--- config.mk ---
export PLATFORM = sky130hd
export DESIGN_NAME = rpf_engine
export DESIGN_NICKNAME = d
export VERILOG_FILES = /design/src/rtl/rpf_pkg.sv /design/src/rtl/rpf_tracker.sv /design/src/rtl/rpf_buffer.sv /design/src/rtl/rpf_engine.sv
export SDC_FILE = /design/constraint.sdc
export NUM_CORES = 1
export LEC_CHECK = 0
export BUFFER_PORTS_ARGS = -buffer_cell sky130_fd_sc_hd__buf_4
export CAP_MARGIN = 20
export CELL_PAD_IN_SITES_DETAIL_PLACEMENT = 1
export CELL_PAD_IN_SITES_GLOBAL_PLACEMENT = 1
export CORE_UTILIZATION = 49
export CTS_BUF_LIST = sky130_fd_sc_hd__clkbuf_4 sky130_fd_sc_hd__clkbuf_8
export DETAILED_ROUTE_END_ITERATION = 6
export PLACE_DENSITY = 0.91
export SYNTH_ARGS = -nofsm -noshare
export SYNTH_HDL_FRONTEND = slang
export SYNTH_HIERARCHICAL = 1
export SYNTH_SLANG_ARGS = --single-unit
--- constraint.sdc ---
create_clock -name clk -period 12.9 [get_ports clk]
set_input_delay 1.29 -clock clk [delete_from_list [all_inputs] [get_ports clk]]
set_output_delay 1.29 -clock clk [all_outputs]
set_load 0.01 [all_outputs]
--- src/rtl/rpf_pkg.sv ---
package rpf_pkg;
  typedef enum logic {BE_EMPTY = 1'b0, BE_READY = 1'b1} buf_state_e;
endpackage

--- src/rtl/rpf_tracker.sv ---
module rpf_tracker #(
  parameter int REG_W   = 10,
  parameter int LPR     = 4,
  parameter int THRESH  = 2,
  parameter int ENTRIES = 4
) (
  input  logic                     clk,
  input  logic                     rst_n,
  input  logic [REG_W-1:0]         m_reg,
  input  logic [$clog2(LPR)-1:0]   m_off,
  input  logic [LPR-1:0]           m_present,
  input  logic                     m_go,
  input  logic                     m_take,
  output logic [LPR-1:0]           pf_mask,
  output logic                     pend_hit,
  input  logic                     f_valid,
  input  logic [REG_W-1:0]         f_reg,
  input  logic [$clog2(LPR)-1:0]   f_off,
  output logic                     f_keep,
  input  logic                     i_valid,
  input  logic [REG_W-1:0]         i_reg
);
  localparam int IDX_W = $clog2(ENTRIES);
  localparam int CNT_W = $clog2(THRESH + 1);

  typedef struct packed {
    logic             vld;
    logic [REG_W-1:0] rid;
    logic [CNT_W-1:0] cnt;
    logic [LPR-1:0]   seen;
    logic [LPR-1:0]   pend;
  } trk_t;

  trk_t tab [ENTRIES];
  trk_t nxt [ENTRIES];

  logic [IDX_W-1:0] mi, fi, vi;
  logic             m_match, f_match, fire;
  logic [CNT_W-1:0] cnt_new;
  logic [LPR-1:0]   line_bit, base;

  always_comb begin
    mi       = m_reg[IDX_W-1:0];
    fi       = f_reg[IDX_W-1:0];
    vi       = i_reg[IDX_W-1:0];
    m_match  = tab[mi].vld && (tab[mi].rid == m_reg);
    line_bit = LPR'(1) << m_off;
    cnt_new  = m_match ? tab[mi].cnt + CNT_W'(1) : CNT_W'(1);
    fire     = cnt_new >= CNT_W'(THRESH);
    base     = line_bit | m_present | (m_match ? (tab[mi].seen | tab[mi].pend) : '0);
    pf_mask  = fire ? ~base : '0;
    pend_hit = m_match && tab[mi].pend[m_off];
    f_match  = f_valid && tab[fi].vld && (tab[fi].rid == f_reg) && tab[fi].pend[f_off];
    f_keep   = f_match && !(i_valid && (i_reg == f_reg));
  end

  always_comb begin
    for (int k = 0; k < ENTRIES; k++) nxt[k] = tab[k];
    if (m_go) begin
      nxt[mi].vld  = 1'b1;
      nxt[mi].rid  = m_reg;
      nxt[mi].cnt  = fire ? '0 : cnt_new;
      nxt[mi].seen = fire ? line_bit : ((m_match ? tab[mi].seen : '0) | line_bit);
      nxt[mi].pend = (m_match ? tab[mi].pend : '0) | pf_mask;
    end
    if (m_take && m_match) nxt[mi].seen = tab[mi].seen | line_bit;
    if (f_match && (nxt[fi].rid == f_reg)) nxt[fi].pend[f_off] = 1'b0;
    if (i_valid && (nxt[vi].rid == i_reg)) nxt[vi].vld = 1'b0;
  end

  always_ff @(posedge clk) begin
    if (!rst_n) begin
      for (int k = 0; k < ENTRIES; k++) tab[k] <= '0;
    end else begin
      for (int k = 0; k < ENTRIES; k++) tab[k] <= nxt[k];
    end
  end

  for (genvar g = 0; g < ENTRIES; g++) begin : g_chk
    AST_COUNT_REARMED: assert property (@(posedge clk) disable iff (!rst_n)
      tab[g].cnt < CNT_W'(THRESH));
  end

  AST_PF_AVOIDS_SEEN: assert property (@(posedge clk) disable iff (!rst_n)
    m_go && m_match |-> ((pf_mask & tab[mi].pend) == '0));
endmodule

--- src/rtl/rpf_buffer.sv ---
module rpf_buffer
  import rpf_pkg::*;
#(
  parameter int LA_W   = 12,
  parameter int DATA_W = 32,
  parameter int DEPTH  = 4,
  parameter int LPR    = 4
) (
  input  logic                          clk,
  input  logic                          rst_n,
  input  logic [LA_W-1:0]               q_line,
  output logic                          hit,
  output logic [DATA_W-1:0]             hit_data,
  output logic [LPR-1:0]                present,
  input  logic                          take,
  input  logic                          w_en,
  input  logic [LA_W-1:0]               w_line,
  input  logic [DATA_W-1:0]             w_data,
  input  logic                          i_valid,
  input  logic [LA_W-$clog2(LPR)-1:0]   i_reg
);
  localparam int OFF_W = $clog2(LPR);
  localparam int IDX_W = $clog2(DEPTH);
  localparam int AGE_W = $clog2(DEPTH) + 2;

  buf_state_e        st   [DEPTH];
  logic [LA_W-1:0]   line [DEPTH];
  logic [DATA_W-1:0] data [DEPTH];
  logic [AGE_W-1:0]  age  [DEPTH];

  logic [DEPTH-1:0] match, wmatch;
  logic [IDX_W-1:0] hit_idx, vic;
  logic             found;

  always_comb begin
    hit_idx = '0;
    hit     = 1'b0;
    for (int k = 0; k < DEPTH; k++) begin
      match[k]  = (st[k] == BE_READY) && (line[k] == q_line);
      wmatch[k] = (st[k] == BE_READY) && (line[k] == w_line);
      if (match[k] && !hit) begin
        hit     = 1'b1;
        hit_idx = IDX_W'(k);
      end
    end
    hit_data = data[hit_idx];
    for (int o = 0; o < LPR; o++) begin
      present[o] = 1'b0;
      for (int k = 0; k < DEPTH; k++)
        if ((st[k] == BE_READY) && (line[k] == {q_line[LA_W-1:OFF_W], OFF_W'(o)}))
          present[o] = 1'b1;
    end
  end

  // victim: first empty slot, else the longest-parked entry (lowest index on a tie)
  always_comb begin
    vic   = '0;
    found = 1'b0;
    for (int k = 0; k < DEPTH; k++)
      if (!found && (st[k] == BE_EMPTY)) begin
        vic   = IDX_W'(k);
        found = 1'b1;
      end
    if (!found)
      for (int k = 0; k < DEPTH; k++)
        if (age[k] > age[vic]) vic = IDX_W'(k);
  end

  always_ff @(posedge clk) begin
    if (!rst_n) begin
      for (int k = 0; k < DEPTH; k++) begin
        st[k]   <= BE_EMPTY;
        line[k] <= '0;
        data[k] <= '0;
        age[k]  <= '0;
      end
    end else begin
      if (take) st[hit_idx] <= BE_EMPTY;
      if (w_en) begin
        for (int k = 0; k < DEPTH; k++)
          if ((st[k] == BE_READY) && (age[k] != '1)) age[k] <= age[k] + AGE_W'(1);
        st[vic]   <= BE_READY;
        line[vic] <= w_line;
        data[vic] <= w_data;
        age[vic]  <= '0;
      end
      if (i_valid)
        for (int k = 0; k < DEPTH; k++)
          if ((st[k] == BE_READY) && (line[k][LA_W-1:OFF_W] == i_reg) &&
              !(w_en && (IDX_W'(k) == vic)))
            st[k] <= BE_EMPTY;
    end
  end

  AST_SINGLE_COPY: assert property (@(posedge clk) disable iff (!rst_n)
    $countones(match) <= 1);
  AST_FILL_IS_NEW: assert property (@(posedge clk) disable iff (!rst_n)
    w_en |-> (wmatch == '0));
  AST_TAKE_NEEDS_HIT: assert property (@(posedge clk) disable iff (!rst_n)
    take |-> hit);
endmodule

--- src/rtl/rpf_engine.sv ---
module rpf_engine #(
  parameter int LA_W        = 12,
  parameter int DATA_W      = 32,
  parameter int LPR         = 4,
  parameter int THRESH      = 2,
  parameter int BUF_DEPTH   = 4,
  parameter int TRK_ENTRIES = 4
) (
  input  logic                         clk,
  input  logic                         rst_n,
  input  logic                         miss_valid,
  output logic                         miss_ready,
  input  logic [LA_W-1:0]              miss_line,
  input  logic                         miss_excl,
  output logic                         mreq_valid,
  input  logic                         mreq_ready,
  output logic [LA_W-1:0]              mreq_line,
  output logic                         mreq_bcast,
  output logic [LPR-1:0]               mreq_pf_mask,
  output logic                         rsp_valid,
  input  logic                         rsp_ready,
  output logic [LA_W-1:0]              rsp_line,
  output logic [DATA_W-1:0]            rsp_data,
  input  logic                         fill_valid,
  output logic                         fill_ready,
  input  logic [LA_W-1:0]              fill_line,
  input  logic [DATA_W-1:0]            fill_data,
  input  logic                         inv_valid,
  input  logic [LA_W-$clog2(LPR)-1:0]  inv_region
);
  localparam int OFF_W = $clog2(LPR);
  localparam int REG_W = LA_W - OFF_W;

  logic           buf_hit, pend_hit, f_keep, wait_pend, hit_ok, go, take;
  logic [LPR-1:0] present, pf_mask;

  assign wait_pend    = miss_excl && pend_hit;
  assign hit_ok       = miss_excl && buf_hit && !wait_pend;
  assign rsp_valid    = miss_valid && hit_ok;
  assign rsp_line     = miss_line;
  assign mreq_valid   = miss_valid && !hit_ok && !wait_pend;
  assign mreq_line    = miss_line;
  assign mreq_bcast   = !miss_excl;
  assign mreq_pf_mask = miss_excl ? pf_mask : '0;
  assign miss_ready   = wait_pend ? 1'b0 : (hit_ok ? rsp_ready : mreq_ready);
  assign take         = rsp_valid && rsp_ready;
  assign go           = mreq_valid && mreq_ready && miss_excl;
  assign fill_ready   = 1'b1;

  rpf_tracker #(.REG_W(REG_W), .LPR(LPR), .THRESH(THRESH), .ENTRIES(TRK_ENTRIES)) u_trk (
    .clk(clk), .rst_n(rst_n),
    .m_reg(miss_line[LA_W-1:OFF_W]), .m_off(miss_line[OFF_W-1:0]),
    .m_present(present), .m_go(go), .m_take(take),
    .pf_mask(pf_mask), .pend_hit(pend_hit),
    .f_valid(fill_valid), .f_reg(fill_line[LA_W-1:OFF_W]), .f_off(fill_line[OFF_W-1:0]),
    .f_keep(f_keep), .i_valid(inv_valid), .i_reg(inv_region)
  );

  rpf_buffer #(.LA_W(LA_W), .DATA_W(DATA_W), .DEPTH(BUF_DEPTH), .LPR(LPR)) u_buf (
    .clk(clk), .rst_n(rst_n),
    .q_line(miss_line), .hit(buf_hit), .hit_data(rsp_data), .present(present),
    .take(take), .w_en(f_keep), .w_line(fill_line), .w_data(fill_data),
    .i_valid(inv_valid), .i_reg(inv_region)
  );

  AST_WAIT_STALLS: assert property (@(posedge clk) disable iff (!rst_n)
    miss_valid && wait_pend |-> !mreq_valid && !rsp_valid && !miss_ready);
  AST_HIT_IS_EXCL: assert property (@(posedge clk) disable iff (!rst_n)
    rsp_valid |-> miss_excl && !mreq_valid);
  AST_PF_NEVER_BCAST: assert property (@(posedge clk) disable iff (!rst_n)
    mreq_valid && (mreq_pf_mask != '0) |-> !mreq_bcast);
  AST_PF_SKIPS_DEMAND: assert property (@(posedge clk) disable iff (!rst_n)
    mreq_valid |-> !mreq_pf_mask[miss_line[OFF_W-1:0]]);
  AST_MREQ_HELD: assert property (@(posedge clk) disable iff (!rst_n)
    mreq_valid && !mreq_ready && $stable(miss_line) && $stable(miss_excl) && miss_valid
      |=> mreq_valid || !miss_valid || !$stable(miss_line));
endmodule

==> reports/qor.yml <==
sta:
  slew_viol_final: 0
  worst_slew_pin_slew_ns: 1.141
  rsz0062_at_grt: "false"
  hold_viol_final: 0
  timing.final.crit_share: 0.7859
  finClkSkew_ns: 0.04740
  maxSlewHeadroom: 0.2378
  setup_violations: 0
  tns_ns: 0
  fin_crit_ns: 10.14
  fmax_mhz: 98.64
  layout_setup_ws_ns: 2.762
pwr:
  irDropWorstVdd_mv: 0.07148
  power_density_mw_per_mm2: 104.5
  leakage_nw: 7.740
critical_path:
  crit_required_ns: 13.11
  crit_fanout: 44
  crit_path_max_incr_delay_ns: 0.80
  crit_path_top_delay_cell: "a21oi_1"
  arrival_ns: 10.35
  r2r_cells: 30
  start_kind: "flip-flop"
  cp-startpoint: "u_buf/st[0]"
  r2r_end: "u_buf/data[0][2]"
  r2r_setup_slack_ns: 2.76
  crit_path_end: "u_buf/data[0][2]"
  r2r_start: "u_buf/st[0]"
  crit_path_end_kind: "flip-flop"
  worst-setup-path-type: "flip-flop to flip-flop"
cts:
  cts.clk_slew.worst_paths_ns: 0.06
  clk_latency_ns: 0.63
  post_cts_resized: 0
  root_buffer: "clkbuf_8"
  cts_setup_buffers: 0
  cts.sink_count: 280
  cts_tree: "built"
  hold_buffers: 0
  h-tree-depth: 2
  clockBufferDepth: 3
  cts_made_buffers: 47
floorplan:
  core_area_mm2: 0.03566
  die_h_um: 192.6
  die_w_um: 192.6
  initial_core_util: 0.4992
  pin_count: 139
  rows: 69
  dieArea_mm2: 0.03709
logic_synthesis:
  synth_edf_count: 176
  synth_ff_type: "edfxtp_1"
  synthCells: 1801
  synth_top_area_share: 0.2969
  synth_top_cells_by_area: "edfxtp_1 30%, dfxtp_1 12%, and2_1 4.9%"
  yosys_warnings: 6
  syn_nets: 1895
  async_reset_ff_frac: 0
  syn_area_per_cell_um2: 9.883
  seq_area_frac_synth: 0.4139
  synth_area_leader_cell: "edfxtp_1"
  synthesis.area_mm2: 0.01780
  ys_types: 103
  ys_seq_elements: 280
grt:
  antenna_found_initial: 0
  overflow: 0
  gr-usage-all-layers: 0.3392
  grt_first_pass_wirelength_mm: 96.25
  grt_pass1_vias: 16627
  grt_max_degree: 79
drt:
  drc: 24
  drt_first_pass_iters: 7
  routed_via_density: 6.689
  drt_iter0_drc: 1669
  num_vias: 15806
  postRouteAntennaNets: 0
  totalWireLength_mm: 63.00
  avgRoutedWirePerCell_um: 26.66
placed_design:
  portBuffers: 137
  dp_hpwl_mm: 39.68
  placed_area_mm2: 0.01886
  pre_cts_ws_ns: 3.082
  place_congestion: 0.9497
finish:
  multi_input_area_mm2: 0.009580
  num-nets-final: 1958
  syn_to_final_growth_pct: 11.51
  stdcell_area_mm2: 0.01985
  ff_latch_area_mm2: 0.007367
  fillers: 3962
  antenna_cells: 0
  drive_above_1_share: 0.1677
run:
  maxCapViolCount: 0
outcome:
  outcome: "finished, violations left"
  violations: "design-rule violations"
hold_path:
  hold_path.class: "flip-flop to flip-flop"
[worst min path at each step]
stage	depth (start not counted)	slack [ns]	start	to
6_report	1	0.48	flip-flop	flip-flop
5_1_grt	1	0.50	flip-flop	flip-flop
4_1_cts	1	0.48	flip-flop	flip-flop
3_5_place_dp	1	0.47	flip-flop	flip-flop
3_3_place_gp	1	0.46	flip-flop	flip-flop
2_1_floorplan	1	0.45	flip-flop	flip-flop
[sequential cells by signal, indices dropped and copies added (netlist names), named ones only]
name,cells
u_buf/data,128
u_buf/line,48
u_buf/age,16
u_trk/tab,76
u_buf/st,4
[through the flow]
stage,power (W),utilization,instances,hold slack (ns)
floorplan,0.001130,-,1801,0.4470
global placement,0.001209,0.5289,2276,0.4613
detailed placement,0.001221,0.5289,2276,0.4711
CTS,0.002075,0.5567,2363,0.4822
global route,0.002130,0.5567,2363,0.4972
finish,0.002075,0.5567,2363,0.4828
[final cells by class]
type                    count  area share
flip-flops and latches    280      0.3712
multi-input cells        1341      0.4827
repair buffers            161     0.06089
clock buffers              60     0.03782
inverters                  33    0.006241
well taps                 461     0.02906
clock inverters            27     0.01217
[synthesized netlist by cell type, types with 20 or more instances]
cell type  count
dfxtp_1      104
o211ai_1      23
xor2_1        83
nand2_1      149
mux2i_1       66
xnor2_1       58
nand4_1       60
and2_1       140
edfxtp_1     176
nor2b_1       48
a211oi_1      24
a211o_1       33
buf_4         33
ha_1          20
nor4_1        26
mux4_2        25
inv_1         31
nand2b_1      32
nand3_1       23
and3_1        59
nor3_1        23
o21ai_0       39
clkbuf_1      63
a21oi_1       92
buf_2         30
nor2_1        90
[power by group]
| part | internal [W] | switching (W) |
|---|---|---|
| Clock | 0.000466 | 0.000396 |
| Combinational | 0.0000785 | 0.000149 |
| Sequential | 0.000971 | 0.0000134 |
| Total | 0.00152 | 0.000559 |
[cell usage in the layout, fill, tap and decap left out, types with 23 or more instances in the layout]
| master | synthesis | routed |
|---|---|---|
| a211o_1 | 33 | 33 |
| a211oi_1 | 24 | 24 |
| a21oi_1 | 92 | 92 |
| and2_1 | 140 | 140 |
| and3_1 | 59 | 59 |
| buf_4 | 33 | 161 |
| clkbuf_8 | 0 | 48 |
| dfxtp_1 | 104 | 104 |
| edfxtp_1 | 176 | 176 |
| inv_1 | 31 | 31 |
| mux2i_1 | 66 | 66 |
| mux4_2 | 25 | 25 |
| nand2_1 | 149 | 148 |
| nand2b_1 | 32 | 31 |
| nand3_1 | 23 | 23 |
| nand4_1 | 60 | 60 |
| nor2_1 | 90 | 90 |
| nor2b_1 | 48 | 48 |
| nor3_1 | 23 | 23 |
| nor4_1 | 26 | 26 |
| o211ai_1 | 23 | 23 |
| o21ai_0 | 39 | 39 |
| xnor2_1 | 58 | 58 |
| xor2_1 | 83 | 83 |
[logic make-up (layout without fill, tap and decap cells)]
group	Yosys count	in the layout	share of synthesized area
fa+ha+maj	20	20	0.01406
xor+xnor	141	141	0.06938
flops	280	280	0.4139
simple gates	734	734	0.2332
other cells	1	1	0.0002107
compound gates	342	342	0.1399
buf+inv	180	281	0.05216
mux	103	103	0.07718
[critical path, delay by kind of cell, from the launching register on]
| family | cells | cell delay, ns |
|---|---|---|
| compound gates | 16 | 5.73 |
| fa+ha+maj | 4 | 1.28 |
| buf+inv | 1 | 0.58 |
| flops | 1 | 0.70 |
| simple gates | 9 | 1.39 |
[layer usage]
metal  up-vias  share of wire  global-route usage
li1       6745              -                   -
met1      7897           0.39              0.4348
met4         0          0.042              0.1638
met3       212          0.092             0.06310
met5         -              0                   0
met2       952           0.47              0.5492
No activity file was read; power rests on OpenSTA's default activity.
